### src/rtl/tdc_ms_pkg.sv
// Shared types for the multi-stop time-interval core.
// Assumes: nothing beyond IEEE 1800-2017.
package tdc_ms_pkg;
    typedef enum logic [1:0] {
        TS_IDLE = 2'd0,
        TS_MEAS = 2'd1,
        TS_DONE = 2'd2
    } tdc_state_e;
endpackage

### src/rtl/tdc_ms_coarse.sv
// Coarse period counter. On clear it loads 1, so the first edge after the
// START edge reads 1. It counts while run is high and saturates at all ones.
// Assumes: clear and run are never needed in the same cycle.
module tdc_ms_coarse #(
    parameter int CNT_W = 13
) (
    input  logic             clk,
    input  logic             rst_n,
    input  logic             clear,
    input  logic             run,
    output logic [CNT_W-1:0] cnt,
    output logic             at_max
);
    localparam logic [CNT_W-1:0] CNT_MAX = '1;

    // counter register: load on clear, advance while running below full range
    always_ff @(posedge clk) begin
        if (!rst_n)
            cnt <= '0;
        else if (clear)
            cnt <= CNT_W'(1);
        else if (run && !at_max)
            cnt <= cnt + CNT_W'(1);
    end

    assign at_max = (cnt == CNT_MAX);
endmodule

### src/rtl/tdc_ms_stamp.sv
// Three-level time stamp: coarse periods in LSBs, plus the START residue,
// minus the edge residue. One period spans 2^(MID_W+FINE_W) LSBs, and one
// middle step equals 2^FINE_W fine steps.
// Assumes: coarse >= 1, so the result never underflows.
module tdc_ms_stamp #(
    parameter int CNT_W  = 13,
    parameter int MID_W  = 3,
    parameter int FINE_W = 2,
    localparam int RES_W = MID_W + FINE_W,
    localparam int TW    = CNT_W + RES_W
) (
    input  logic [CNT_W-1:0]  coarse,
    input  logic [RES_W-1:0]  start_res,
    input  logic [MID_W-1:0]  edge_mid,
    input  logic [FINE_W-1:0] edge_fine,
    output logic [TW-1:0]     stamp
);
    logic [RES_W-1:0] edge_res;

    // merge the two interpolation levels into one residue in fine LSBs
    assign edge_res = {edge_mid, edge_fine};

    // coarse periods plus start residue minus edge residue
    assign stamp = {coarse, RES_W'(0)} + TW'(start_res) - TW'(edge_res);
endmodule

### src/rtl/tdc_ms_slot.sv
// Storage for one STOP pulse: its position, its width and a done flag.
// Clear zeroes everything; commit loads both values and sets the flag.
// Assumes: clear and commit never coincide.
module tdc_ms_slot #(
    parameter int TW = 18
) (
    input  logic          clk,
    input  logic          rst_n,
    input  logic          clear,
    input  logic          commit,
    input  logic [TW-1:0] pos_in,
    input  logic [TW-1:0] width_in,
    output logic [TW-1:0] pos,
    output logic [TW-1:0] width,
    output logic          ok
);
    // slot register: zero on reset or clear, capture on commit
    always_ff @(posedge clk) begin
        if (!rst_n || clear) begin
            pos   <= '0;
            width <= '0;
            ok    <= 1'b0;
        end else if (commit) begin
            pos   <= pos_in;
            width <= width_in;
            ok    <= 1'b1;
        end
    end
endmodule

### src/rtl/tdc_multistop_core.sv
// Single-shot multi-stop time-interval core. A START accepted in idle opens
// a measurement. STOP rising and falling strobes alternate into N_STOP slots.
// The record closes on the last falling edge or at full coarse count, and is
// held on a valid/ready handshake.
// Assumes: strobes arrive one clock after their edge, with decoded codes.
module tdc_multistop_core #(
    parameter int CNT_W  = 13,
    parameter int MID_W  = 3,
    parameter int FINE_W = 2,
    parameter int N_STOP = 3,
    localparam int RES_W = MID_W + FINE_W,
    localparam int TW    = CNT_W + RES_W
) (
    input  logic                 clk,
    input  logic                 rst_n,
    input  logic                 start_stb,
    input  logic [MID_W-1:0]     start_mid,
    input  logic [FINE_W-1:0]    start_fine,
    input  logic                 rise_stb,
    input  logic [MID_W-1:0]     rise_mid,
    input  logic [FINE_W-1:0]    rise_fine,
    input  logic                 fall_stb,
    input  logic [MID_W-1:0]     fall_mid,
    input  logic [FINE_W-1:0]    fall_fine,
    output logic                 res_valid,
    input  logic                 res_ready,
    output logic [N_STOP*TW-1:0] res_pos,
    output logic [N_STOP*TW-1:0] res_width,
    output logic [N_STOP-1:0]    res_ok,
    output logic                 res_timeout
);
    import tdc_ms_pkg::*;

    localparam int IDX_W = (N_STOP > 1) ? $clog2(N_STOP) : 1;
    localparam logic [IDX_W-1:0] IDX_LAST = IDX_W'(N_STOP - 1);

    tdc_state_e       state;
    logic [IDX_W-1:0] idx;
    logic             wait_fall;
    logic [RES_W-1:0] s_res_q;
    logic [TW-1:0]    rise_t_q;
    logic             timeout_q;
    logic [CNT_W-1:0] cnt;
    logic             at_max;
    logic [TW-1:0]    rise_t;
    logic [TW-1:0]    fall_t;
    logic [TW-1:0]    width_t;
    logic             start_acc;
    logic             rise_acc;
    logic             fall_acc;
    logic             last_fall;

    // qualify the strobes by state and by which edge is awaited
    assign start_acc = (state == TS_IDLE) && start_stb;
    assign rise_acc  = (state == TS_MEAS) && !wait_fall && rise_stb;
    assign fall_acc  = (state == TS_MEAS) && wait_fall && fall_stb;
    assign last_fall = fall_acc && (idx == IDX_LAST);

    // measurement sequence: idle, measure, hold the record until accepted
    always_ff @(posedge clk) begin
        if (!rst_n) begin
            state     <= TS_IDLE;
            timeout_q <= 1'b0;
        end else begin
            case (state)
                TS_IDLE: if (start_acc) begin
                    state     <= TS_MEAS;
                    timeout_q <= 1'b0;
                end
                TS_MEAS: if (last_fall) begin
                    state <= TS_DONE;
                end else if (at_max) begin
                    state     <= TS_DONE;
                    timeout_q <= 1'b1;
                end
                TS_DONE: if (res_ready) state <= TS_IDLE;
                default: state <= TS_IDLE;
            endcase
        end
    end

    // edge tracker: start residue, awaited edge, slot index, pending rise
    always_ff @(posedge clk) begin
        if (!rst_n) begin
            idx       <= '0;
            wait_fall <= 1'b0;
            s_res_q   <= '0;
            rise_t_q  <= '0;
        end else if (start_acc) begin
            idx       <= '0;
            wait_fall <= 1'b0;
            s_res_q   <= {start_mid, start_fine};
        end else if (rise_acc) begin
            wait_fall <= 1'b1;
            rise_t_q  <= rise_t;
        end else if (fall_acc) begin
            wait_fall <= 1'b0;
            if (!last_fall) idx <= idx + IDX_W'(1);
        end
    end

    tdc_ms_coarse #(.CNT_W(CNT_W)) u_coarse (
        .clk    (clk),
        .rst_n  (rst_n),
        .clear  (start_acc),
        .run    (state == TS_MEAS),
        .cnt    (cnt),
        .at_max (at_max)
    );

    tdc_ms_stamp #(.CNT_W(CNT_W), .MID_W(MID_W), .FINE_W(FINE_W)) u_rise_stamp (
        .coarse    (cnt),
        .start_res (s_res_q),
        .edge_mid  (rise_mid),
        .edge_fine (rise_fine),
        .stamp     (rise_t)
    );

    tdc_ms_stamp #(.CNT_W(CNT_W), .MID_W(MID_W), .FINE_W(FINE_W)) u_fall_stamp (
        .coarse    (cnt),
        .start_res (s_res_q),
        .edge_mid  (fall_mid),
        .edge_fine (fall_fine),
        .stamp     (fall_t)
    );

    // pulse width: falling stamp minus the stored rising stamp, modulo 2^TW
    assign width_t = fall_t - rise_t_q;

    for (genvar i = 0; i < N_STOP; i++) begin : g_slot
        logic [TW-1:0] slot_pos;
        logic [TW-1:0] slot_wid;
        logic          slot_ok;

        tdc_ms_slot #(.TW(TW)) u_slot (
            .clk      (clk),
            .rst_n    (rst_n),
            .clear    (start_acc),
            .commit   (fall_acc && (idx == IDX_W'(i))),
            .pos_in   (rise_t_q),
            .width_in (width_t),
            .pos      (slot_pos),
            .width    (slot_wid),
            .ok       (slot_ok)
        );

        assign res_pos[i*TW +: TW]   = slot_pos;
        assign res_width[i*TW +: TW] = slot_wid;
        assign res_ok[i]             = slot_ok;
    end

    assign res_valid   = (state == TS_DONE);
    assign res_timeout = timeout_q;
endmodule

### config.mk
export PLATFORM = sky130hd
export DESIGN_NAME = tdc_multistop_core
export DESIGN_NICKNAME = d
export VERILOG_FILES = /design/src/rtl/tdc_ms_pkg.sv /design/src/rtl/tdc_ms_coarse.sv /design/src/rtl/tdc_ms_stamp.sv /design/src/rtl/tdc_ms_slot.sv /design/src/rtl/tdc_multistop_core.sv
export SDC_FILE = /design/constraint.sdc
export NUM_CORES = 1
export LEC_CHECK = 0
export CAP_MARGIN = 10
export CORE_MARGIN = 2
export CORE_UTILIZATION = 42
export CTS_CLUSTER_SIZE = 24
export DETAILED_ROUTE_END_ITERATION = 8
export PLACE_DENSITY = 0.66
export SKIP_LAST_GASP = 1
export SLEW_MARGIN = 15
export SYNTH_ARGS = -nofsm -noshare
export SYNTH_HDL_FRONTEND = slang
export SYNTH_HIERARCHICAL = 1
export SYNTH_SLANG_ARGS = --single-unit
### constraint.sdc
create_clock -name clk -period 4.6 [get_ports clk]
set_clock_uncertainty 0.2 [all_clocks]
set_input_delay 0.46 -clock clk [delete_from_list [all_inputs] [get_ports clk]]
set_output_delay 0.46 -clock clk [all_outputs]
set_load 0.01 [all_outputs]
# Word level (Yosys, flattened, before mapping)
# Index checks and enable logic that the tools add are counted.
[word_totals] elab_cells=73 ff_bits=153
[op_classes] n_mux=13 bitwise_logic=4 eq_ne=10 n_addsub=6 n_reduce_logical=23
[op_table] cell="18-bit by 5-bit subtractor with 18-bit output" n=2
[op_table] cell="18-bit by 5-bit adder with 18-bit output" n=1
[op_table] cell="18-bit subtractor" n=1
[op_table] cell="13-bit by 1-bit adder with 13-bit output, second input constant" n=1
[op_table] cell="13-bit == test, second input constant" n=1
[op_table] cell="1-bit logical AND" n=9
[op_table] cell="2-bit 2-to-1 mux" n=4
[op_table] cell="1-bit 2-to-1 mux" n=7
[op_table] cell="2-bit one-hot mux with 3 select lines" n=1
[op_table] cell="3-bit AND reduction" n=2
[op_table] cell="2-bit nonzero test" n=3
[op_table] cell="2-bit by 1-bit == test with 1-bit output, second input constant" n=2
[op_table] cell="2-bit == test, second input constant" n=2
[op_table] cell="2-bit logical NOT" n=2
[op_table] cell="2-bit by 1-bit inequality test with 1-bit output, second input constant" n=2
[op_table] cell="2-bit inequality test, second input constant" n=2
[op_table] cell="1-bit inverter" n=4
[op_table] cell="4-bit AND reduction" n=1
[op_table] cell="1-bit logical NOT" n=3
[op_table] cell="3-bit by 2-bit inequality test with 1-bit output, second input constant" n=1
[op_table] cell="2-bit by 1-bit adder with 2-bit output, second input constant" n=1
[op_table] cell="1-bit one-hot mux with 2 select lines" n=1
[op_table] cell="2-bit AND reduction" n=1
[op_table] cell="2-bit OR reduction" n=1
[op_table] cell="1-bit logical OR" n=1

# Logic depth before layout (Yosys ltp)
# Gate-level depths: netlist of run 1.
[depth] ltp_word=6 mapped_depth=18

# Modules after synthesis
# Netlist of run 1, hierarchy kept.
[by_module_without_submodules] mod="tdc_ms_slot" area_each_um2=1347.5 seq_area_each_um2=740.7 n_inst=3 cells_each=120
[by_module_without_submodules] mod="tdc_multistop_core" area_each_um2=2135.8 seq_area_each_um2=580.6 n_inst=1 cells_each=278
[by_module_without_submodules] mod="tdc_ms_coarse" area_each_um2=674.4 seq_area_each_um2=260.2 n_inst=1 cells_each=79
[by_module_without_submodules] mod="tdc_ms_stamp (u_rise_stamp)" area_each_um2=451.7 seq_area_each_um2=0.0 n_inst=1 cells_each=61
[by_module_without_submodules] mod="tdc_ms_stamp (u_fall_stamp)" area_each_um2=450.4 seq_area_each_um2=0.0 n_inst=1 cells_each=61

# Worst setup path before layout of run 1
# No wires, ideal clock.
[synth_path] path_kind="input to register" start="input fall_mid[2]" end="register g_slot[0].u_slot.width[15]" stages=15 path_slack_ns=0.816 n_path_buf=0 arrival_time_ns=3.520 path_cell_list="inv_1 > ha_1 > or3_4 > or4_4 > or2_4 > xnor2_1 > ha_1 > and3_4 > nand3_2 > o21a_1 > or3b_1 > a31oi_1 > xnor2_1 > mux2i_1 > nor2_1"
[synth_between] elab_chain_cells=2
[synth_rtl] element="start, declared" line_no="tdc_multistop_core.sv:23" text="input logic [MID_W-1:0] fall_mid,"
[synth_rtl] element="18-bit by 5-bit subtractor with 18-bit output" line_no="tdc_ms_stamp.sv:24" text="assign stamp = {coarse, RES_W'(0)} + TW'(start_res) - TW'(edge_res);"
[synth_rtl] element="via fall_t[12]" line_no="tdc_multistop_core.sv:46" text="logic [TW-1:0] fall_t;"
[synth_rtl] element="18-bit subtractor" line_no="tdc_multistop_core.sv:128" text="assign width_t = fall_t - rise_t_q;"
[synth_rtl] element="via width_t[15]" line_no="tdc_multistop_core.sv:47" text="logic [TW-1:0] width_t;"
[synth_rtl] element="end signal, assigned" line_no="tdc_ms_slot.sv:25" text="width <= width_in;"
[synth_rtl] element="end, declared" line_no="tdc_ms_slot.sv:14" text="output logic [TW-1:0] width,"
# The timed path passes the listed nets, and every way through them passes these cells.
# A chain may end at the register's enable or synchronous reset.

# Worst setup path after layout of run 1
[layout_path] start="input fall_mid[1]" end="register g_slot[2].u_slot.width[16]"
[layout_between] elab_chain_cells=2
[layout_rtl] element="18-bit by 5-bit subtractor with 18-bit output" line_no="tdc_ms_stamp.sv:24"
[layout_rtl] element="via fall_t[5]" line_no="tdc_multistop_core.sv:46"
[layout_rtl] element="18-bit subtractor" line_no="tdc_multistop_core.sv:128"
[layout_rtl] element="via width_t[16]" line_no="tdc_multistop_core.sv:47"
[layout_rtl] element="end signal, assigned" line_no="tdc_ms_slot.sv:25"
[layout_rtl] element="end, declared" line_no="tdc_ms_slot.sv:14"
# The timed path passes the listed nets, and every way through them passes these cells.

==> results of run 1 <==
==> final cells by class <==
cell class	count	area share [%]
inverters	45	1.73
well taps	229	2.94
repair buffers	147	14.7
flip-flops and latches	153	31.4
clock buffers	17	4.36
multi-input cells	604	42.6
clock inverters	14	2.23
==> report_power, final <==
| group | switching [mW] | total, mW | internal [mW] | leakage, nW |
|---|---|---|---|---|
| Clock | 0.567 | 1.53 | 0.963 | 0.307 |
| Sequential | 0.0378 | 1.38 | 1.35 | 1.23 |
| Combinational | 0.501 | 0.836 | 0.334 | 1.92 |
| Total | 1.11 | 3.75 | 2.64 | 3.46 |
==> layer usage <==
layer / wire, microns / vias up / GRT usage (%)
li1: - / 3117 / -
met1: 9310 / 2908 / 26.8
met2: 9100 / 158 / 32.6
met3: 969 / 23 / 4.85
met4: 496 / 0 / 7.37
met5: 0 / - / 0
==> sequential cells by signal, indices dropped and copies added (netlist names) <==
name	flops
g_slot.u_slot/width	54
res_timeout	1
wait_fall	1
state	2
u_coarse/cnt	13
rise_t_q	18
s_res_q	5
idx	2
g_slot.u_slot/ok	3
g_slot.u_slot/pos	54
==> cell usage in the layout, fill, tap and decap left out, types with 24 or more instances in the layout <==
cell / instances
dfxtp_1: 153
a21boi_0: 24
mux2i_1: 110
xor2_1: 30
ha_1: 31
clkdlybuf4s50_1: 133
inv_1: 44
nor2_1: 140
a21oi_1: 25
nand2_1: 69
==> worst reg2reg max path, cell delays in order, from the launching register on <==
cell     delay [ns]
dfxtp_1        0.48
ha_1           0.28
a21oi_1        0.24
o22ai_1        0.28
o41ai_1        0.37
o21ai_0        0.18
ha_1           0.42
and3_4         0.20
nand3_2        0.08
o21a_1         0.10
or3b_1         0.38
a31oi_1        0.21
xnor2_1        0.20
mux2i_1        0.12
nor2_1         0.10
==> logic make-up (layout without fill, tap and decap cells) <==
group	after synthesis	in the layout	synth area share [%]
buf+inv	82	223	7.00
xor+xnor	44	44	4.97
flops	153	153	39.5
fa+ha+maj	34	34	5.78
compound gates	115	115	10.1
simple gates	301	301	18.4
mux	110	110	14.2
==> through the flow <==
| step | hold WS (ns) | cell area [sq um] | cells |
|---|---|---|---|
| 6_report | 0.272 | 9750 | 1209 |
| 5_1_grt | 0.309 | 9750 | 1209 |
| 4_1_cts | 0.276 | 9750 | 1209 |
| 3_5_place_dp | 0.259 | 9110 | 1178 |
| 3_3_place_gp | 0.247 | 9110 | 1178 |
| 2_1_floorplan | 0.236 | 7750 | 839 |
==> worst paths after layout <==
check,start,end,slack (ns),cells past startpoint
hold / removal,g_slot[2].u_slot/ok,g_slot[2].u_slot/ok,0.27,2
setup / recovery,fall_mid[1],g_slot[2].u_slot/width[16],0.59,15
setup reg to reg,s_res_q[1],g_slot[2].u_slot/width[15],0.69,14
hold reg to reg,g_slot[2].u_slot/ok,g_slot[2].u_slot/ok,0.27,2
==> impl_metrics.ini, run 1 <==
[clock_tree]
cts_tree = done
post-cts-setup-buffer-count = 0
cts_inserted_buffers = 17
root_buffer = clkbuf_16
cts_resized = 0
cts.path.max_buffers = 2
cts.clk_slew.worst_paths_ns = 0.06
worstSkewPairLatency_ns = 0.43
cts_hold_buf = 0
numClockSinks = 153
h-tree-depth = 4

[synthesis]
synth_most_common_cell = dfxtp_1
ys_ff_latch = 153
synthDominantCellAreaShare_pct = 39.5
synth_area_sq_um = 7750
synthFlopType = dfxtp_1
yosysTopAreaCell = dfxtp_1
synth_area_leaders = dfxtp_1 (39%), mux2i_1 (14%), nor2_1 (6.8%)
synth_edf_count = 0
avgSynthCellArea_sq_um = 9.24
ys_async_sr_fraction_pct = 0
seq_area_frac_synth_pct = 39.5
yosysUniqueCellTypes = 65
yosys_warnings = 6
synth.net_count = 894
synthTopCellsByCount = dfxtp_1 (153), nor2_1 (140), mux2i_1 (110), nand2_1 (69), inv_1 (44)
synth_cells = 839

[timing]
worst_pin_slew_ns = 0.912
rsz0062_at_grt = no
setup_viol_count_final = 0
setup_ws_ns = 0.590
slew_viol_final = 0
period_needed_ns = 4.01
fmax_mhz = 249
max-slew-margin-rel_pct = 38.5
hold_viol = 0
finalCritPeriodShare_pct = 87.2
tns_ns = 0

[worst_setup_path]
worstSetupStartpointType = primary input
critPathKind = in2reg
critPathMaxFanout = 8
slowest_delay_ns = 0.54
cp_top_family = compound AO/OA/AOI/OAI gates
cp_data_arrival_time_ns = 4.18
critPathRequiredTime_ns = 4.77
path_cells = clkdlybuf4s50_1, inv_1, ha_1, a21oi_1, o22ai_1, nor2_1, xor2_1, ha_1, a21oi_1, o21ai_0, a211oi_1, o311ai_1, xor2_1, mux2i_1, nor2_1
critPathBufInv = 2
cp-end-kind = register
slowest_stage = o22ai_1

[route]
vias = 6206
drc = 0
postRouteAntennaNets = 0
dr.pass1.iters = 5
wl_per_cell_microns = 16.4
drt-total-wl_microns = 19900
vias_per_cell = 5.13
drtIter0Drc = 285

[power_and_ir_drop]
fin_total_pwr_mw = 3.75
ir_drop_mv = 0.288
power_density_nw_per_um2 = 385
leakagePower_nw = 3.46

[outcome]
outcome = finished clean

[placed_design]
gp_congestion = 0.943
place_worst_setup_slack_ns = 0.150
post-dp-hpwl_microns = 14200
place.port_buffers = 133

[die]
pin_count = 134
start_util_pct = 43.0
die_y_microns = 140
core_sq_um = 18000
row_count = 49
die_w_microns = 140
dieArea_sq_um = 19600

[final_layout]
final-seq-area_sq_um = 3060
nets = 1023
drive_gt1_share_pct = 7.96
syn_to_final_growth_pct = 25.7
final_util_pct = 54.1
multiInputGateArea_sq_um = 4150
fill_cells = 1665
antenna_cells = 0

[grt]
grt.overflow.total = 0
grtUsageTotal_pct = 20.3
grt_pass1_wl_microns = 31500
grt_pass1_vias = 5854
grt_max_degree = 38
antenna_found_initial = 0

[hold_path]
hold_path_class = reg2reg

[job]
cap_viol_max_count = 0
Note: power is estimated with default switching activity, not from simulation.
==> inputs of run 2 (changes only) <==
Settings changed: REMOVE_ABC_BUFFERS from default to 1.
==> impl_metrics.ini, run 2 (synthesis results as in run 1) <==
[timing]
setup_ws_ns = 0.618
max-slew-margin-rel_pct = 39.2
period_needed_ns = 3.98
finalCritPeriodShare_pct = 86.6
hold_viol = 0
setup_viol_count_final = 0
tns_ns = 0
slew_viol_final = 0
worst_pin_slew_ns = 0.902
rsz0062_at_grt = no
fmax_mhz = 251

[final_layout]
final_common_cell = dfxtp_1
fin_cells = 1212
reg_top3 = g_slot.u_slot/pos: 54 flops, g_slot.u_slot/width: 54 flops, rise_t_q: 18 flops
syn_to_final_growth_pct = 25.2
antenna_cells = 0
nets = 1025
drive_gt1_share_pct = 8.14
fill_cells = 1710
layout_common_cells = dfxtp_1 (153), nor2_1 (140), clkdlybuf4s50_1 (133)

[worst_setup_path]
slowest_stage = or4_4
reg2reg_setup_slack_ns = 0.72
worstSetupStartpointType = primary input
slowest_delay_ns = 0.51
path_cells = clkdlybuf4s50_1, inv_1, ha_1, or3_4, or4_4, or2_4, xnor2_1, ha_1, and3_4, nand3_2, o21a_1, or3b_1, a31oi_1, xnor2_1, mux2i_1, nor2_1
cp_data_arrival_time_ns = 4.14
critPathRequiredTime_ns = 4.76
critPathKind = in2reg
rr_worst_depth = 17
reg2reg_to = g_slot[0].u_slot/width[14]
r2r_start = s_res_q[0]
critPathMaxFanout = 4
critPathBufInv = 2
cp_top_family = simple AND/OR/NAND/NOR gates
cp-end-kind = register

[grt]
grt_pass1_wl_microns = 29800
antenna_found_initial = 0
grt.overflow.total = 0
grtUsageTotal_pct = 18.9
grt_pass1_vias = 5814
grt_max_degree = 38

[clock_tree]
cts_tree = done
cts_hold_buf = 0
post-cts-setup-buffer-count = 0
h-tree-depth = 4
cts_resized = 0
cts.path.max_buffers = 2
worstSkewPairLatency_ns = 0.43
cts.clk_slew.worst_paths_ns = 0.06
cts_inserted_buffers = 17
root_buffer = clkbuf_16
numClockSinks = 153

[route]
vias_per_cell = 5.04
drt-total-wl_microns = 18600
drtIter0Drc = 272
dr.pass1.iters = 5
drc = 0
postRouteAntennaNets = 0
wl_per_cell_microns = 15.3
vias = 6107

[power_and_ir_drop]
power_density_nw_per_um2 = 370
leakagePower_nw = 3.44
ir_drop_mv = 0.254

[placed_design]
place_worst_setup_slack_ns = 0.190
dp.cells = 1180
gp_congestion = 0.855
post-dp-hpwl_microns = 13100
place.port_buffers = 133

[hold_path]
hold_depth = 2
hold_start = g_slot[1].u_slot/ok
hold_path_class = reg2reg
min_to = g_slot[1].u_slot/ok

[outcome]
outcome = finished clean

[die]
die_w_microns = 140
pin_count = 134
dieArea_sq_um = 19600
row_count = 49
die_y_microns = 140
start_util_pct = 43.0
core_sq_um = 18000

[job]
cap_viol_max_count = 0
run 2: cell types whose count changed in the layout (fill, tap and decap cells not counted), moves of 2 or more:
| cell | delta |
|---|---|
| inv_6 | -4 |
| bufinv_16 | -3 |
| buf_4 | +2 |
| clkbuf_1 | +2 |
| clkbuf_8 | +2 |
| clkinv_4 | +2 |
run 2: metrics by stage:
stage | cell area [sq um] | utilization [%] | power (mW) | hold slack, ns
finish | 9710 | 53.9 | 3.59 | 0.269
global route | 9710 | 53.9 | 3.78 | 0.301
CTS | 9710 | 53.9 | 3.61 | 0.274
detailed placement | 9130 | 50.6 | 2.24 | 0.261
global placement | 9130 | 50.6 | 2.24 | 0.245
floorplan | 7380 | - | 2.00 | 0.257
run 2: worst max-delay path by stage:
stage                       startpoint                          to  slack (ns)  cells past startpoint
after floorplan            fall_mid[2]  g_slot[0].u_slot/width[15]        0.76                     15
after global placement     fall_mid[2]  g_slot[0].u_slot/width[15]        0.25                     16
after detailed placement   fall_mid[2]  g_slot[0].u_slot/width[15]        0.19                     16
after CTS                  fall_mid[2]  g_slot[2].u_slot/width[15]        0.63                     16
after global routing      fall_fine[0]  g_slot[2].u_slot/width[15]        0.35                     17
final                      fall_mid[2]  g_slot[2].u_slot/width[15]        0.62                     16
run 2: cell type report:
type	instances	area (sq um)	area share (%)
clock buffer	21	460	4.74
clock inverter	11	123	1.26
inverter	45	169	1.74
multi-input combinational	604	4160	42.8
sequential	153	3060	31.6
tap	229	287	2.95
timing repair buffer	149	1450	15.0
run 2: where the power goes:
group | total [mW] | internal (mW) | switching, mW
Sequential | 1.38 | 1.35 | 0.0330
Combinational | 0.836 | 0.344 | 0.493
Clock | 1.38 | 0.826 | 0.552
run 2: layer usage:
layer / global-route usage, % / wire, microns
met5: 0 / 0
met4: 5.74 / 257
met3: 3.79 / 765
met2: 31.3 / 8800
met1: 25.0 / 8770
run 2: tightest hold or removal path: cells and delay by family, from the launching register on:
family / cells / cell delay, ns
flip-flops: 1 / 0.33
AND/OR/NAND/NOR: 2 / 0.10
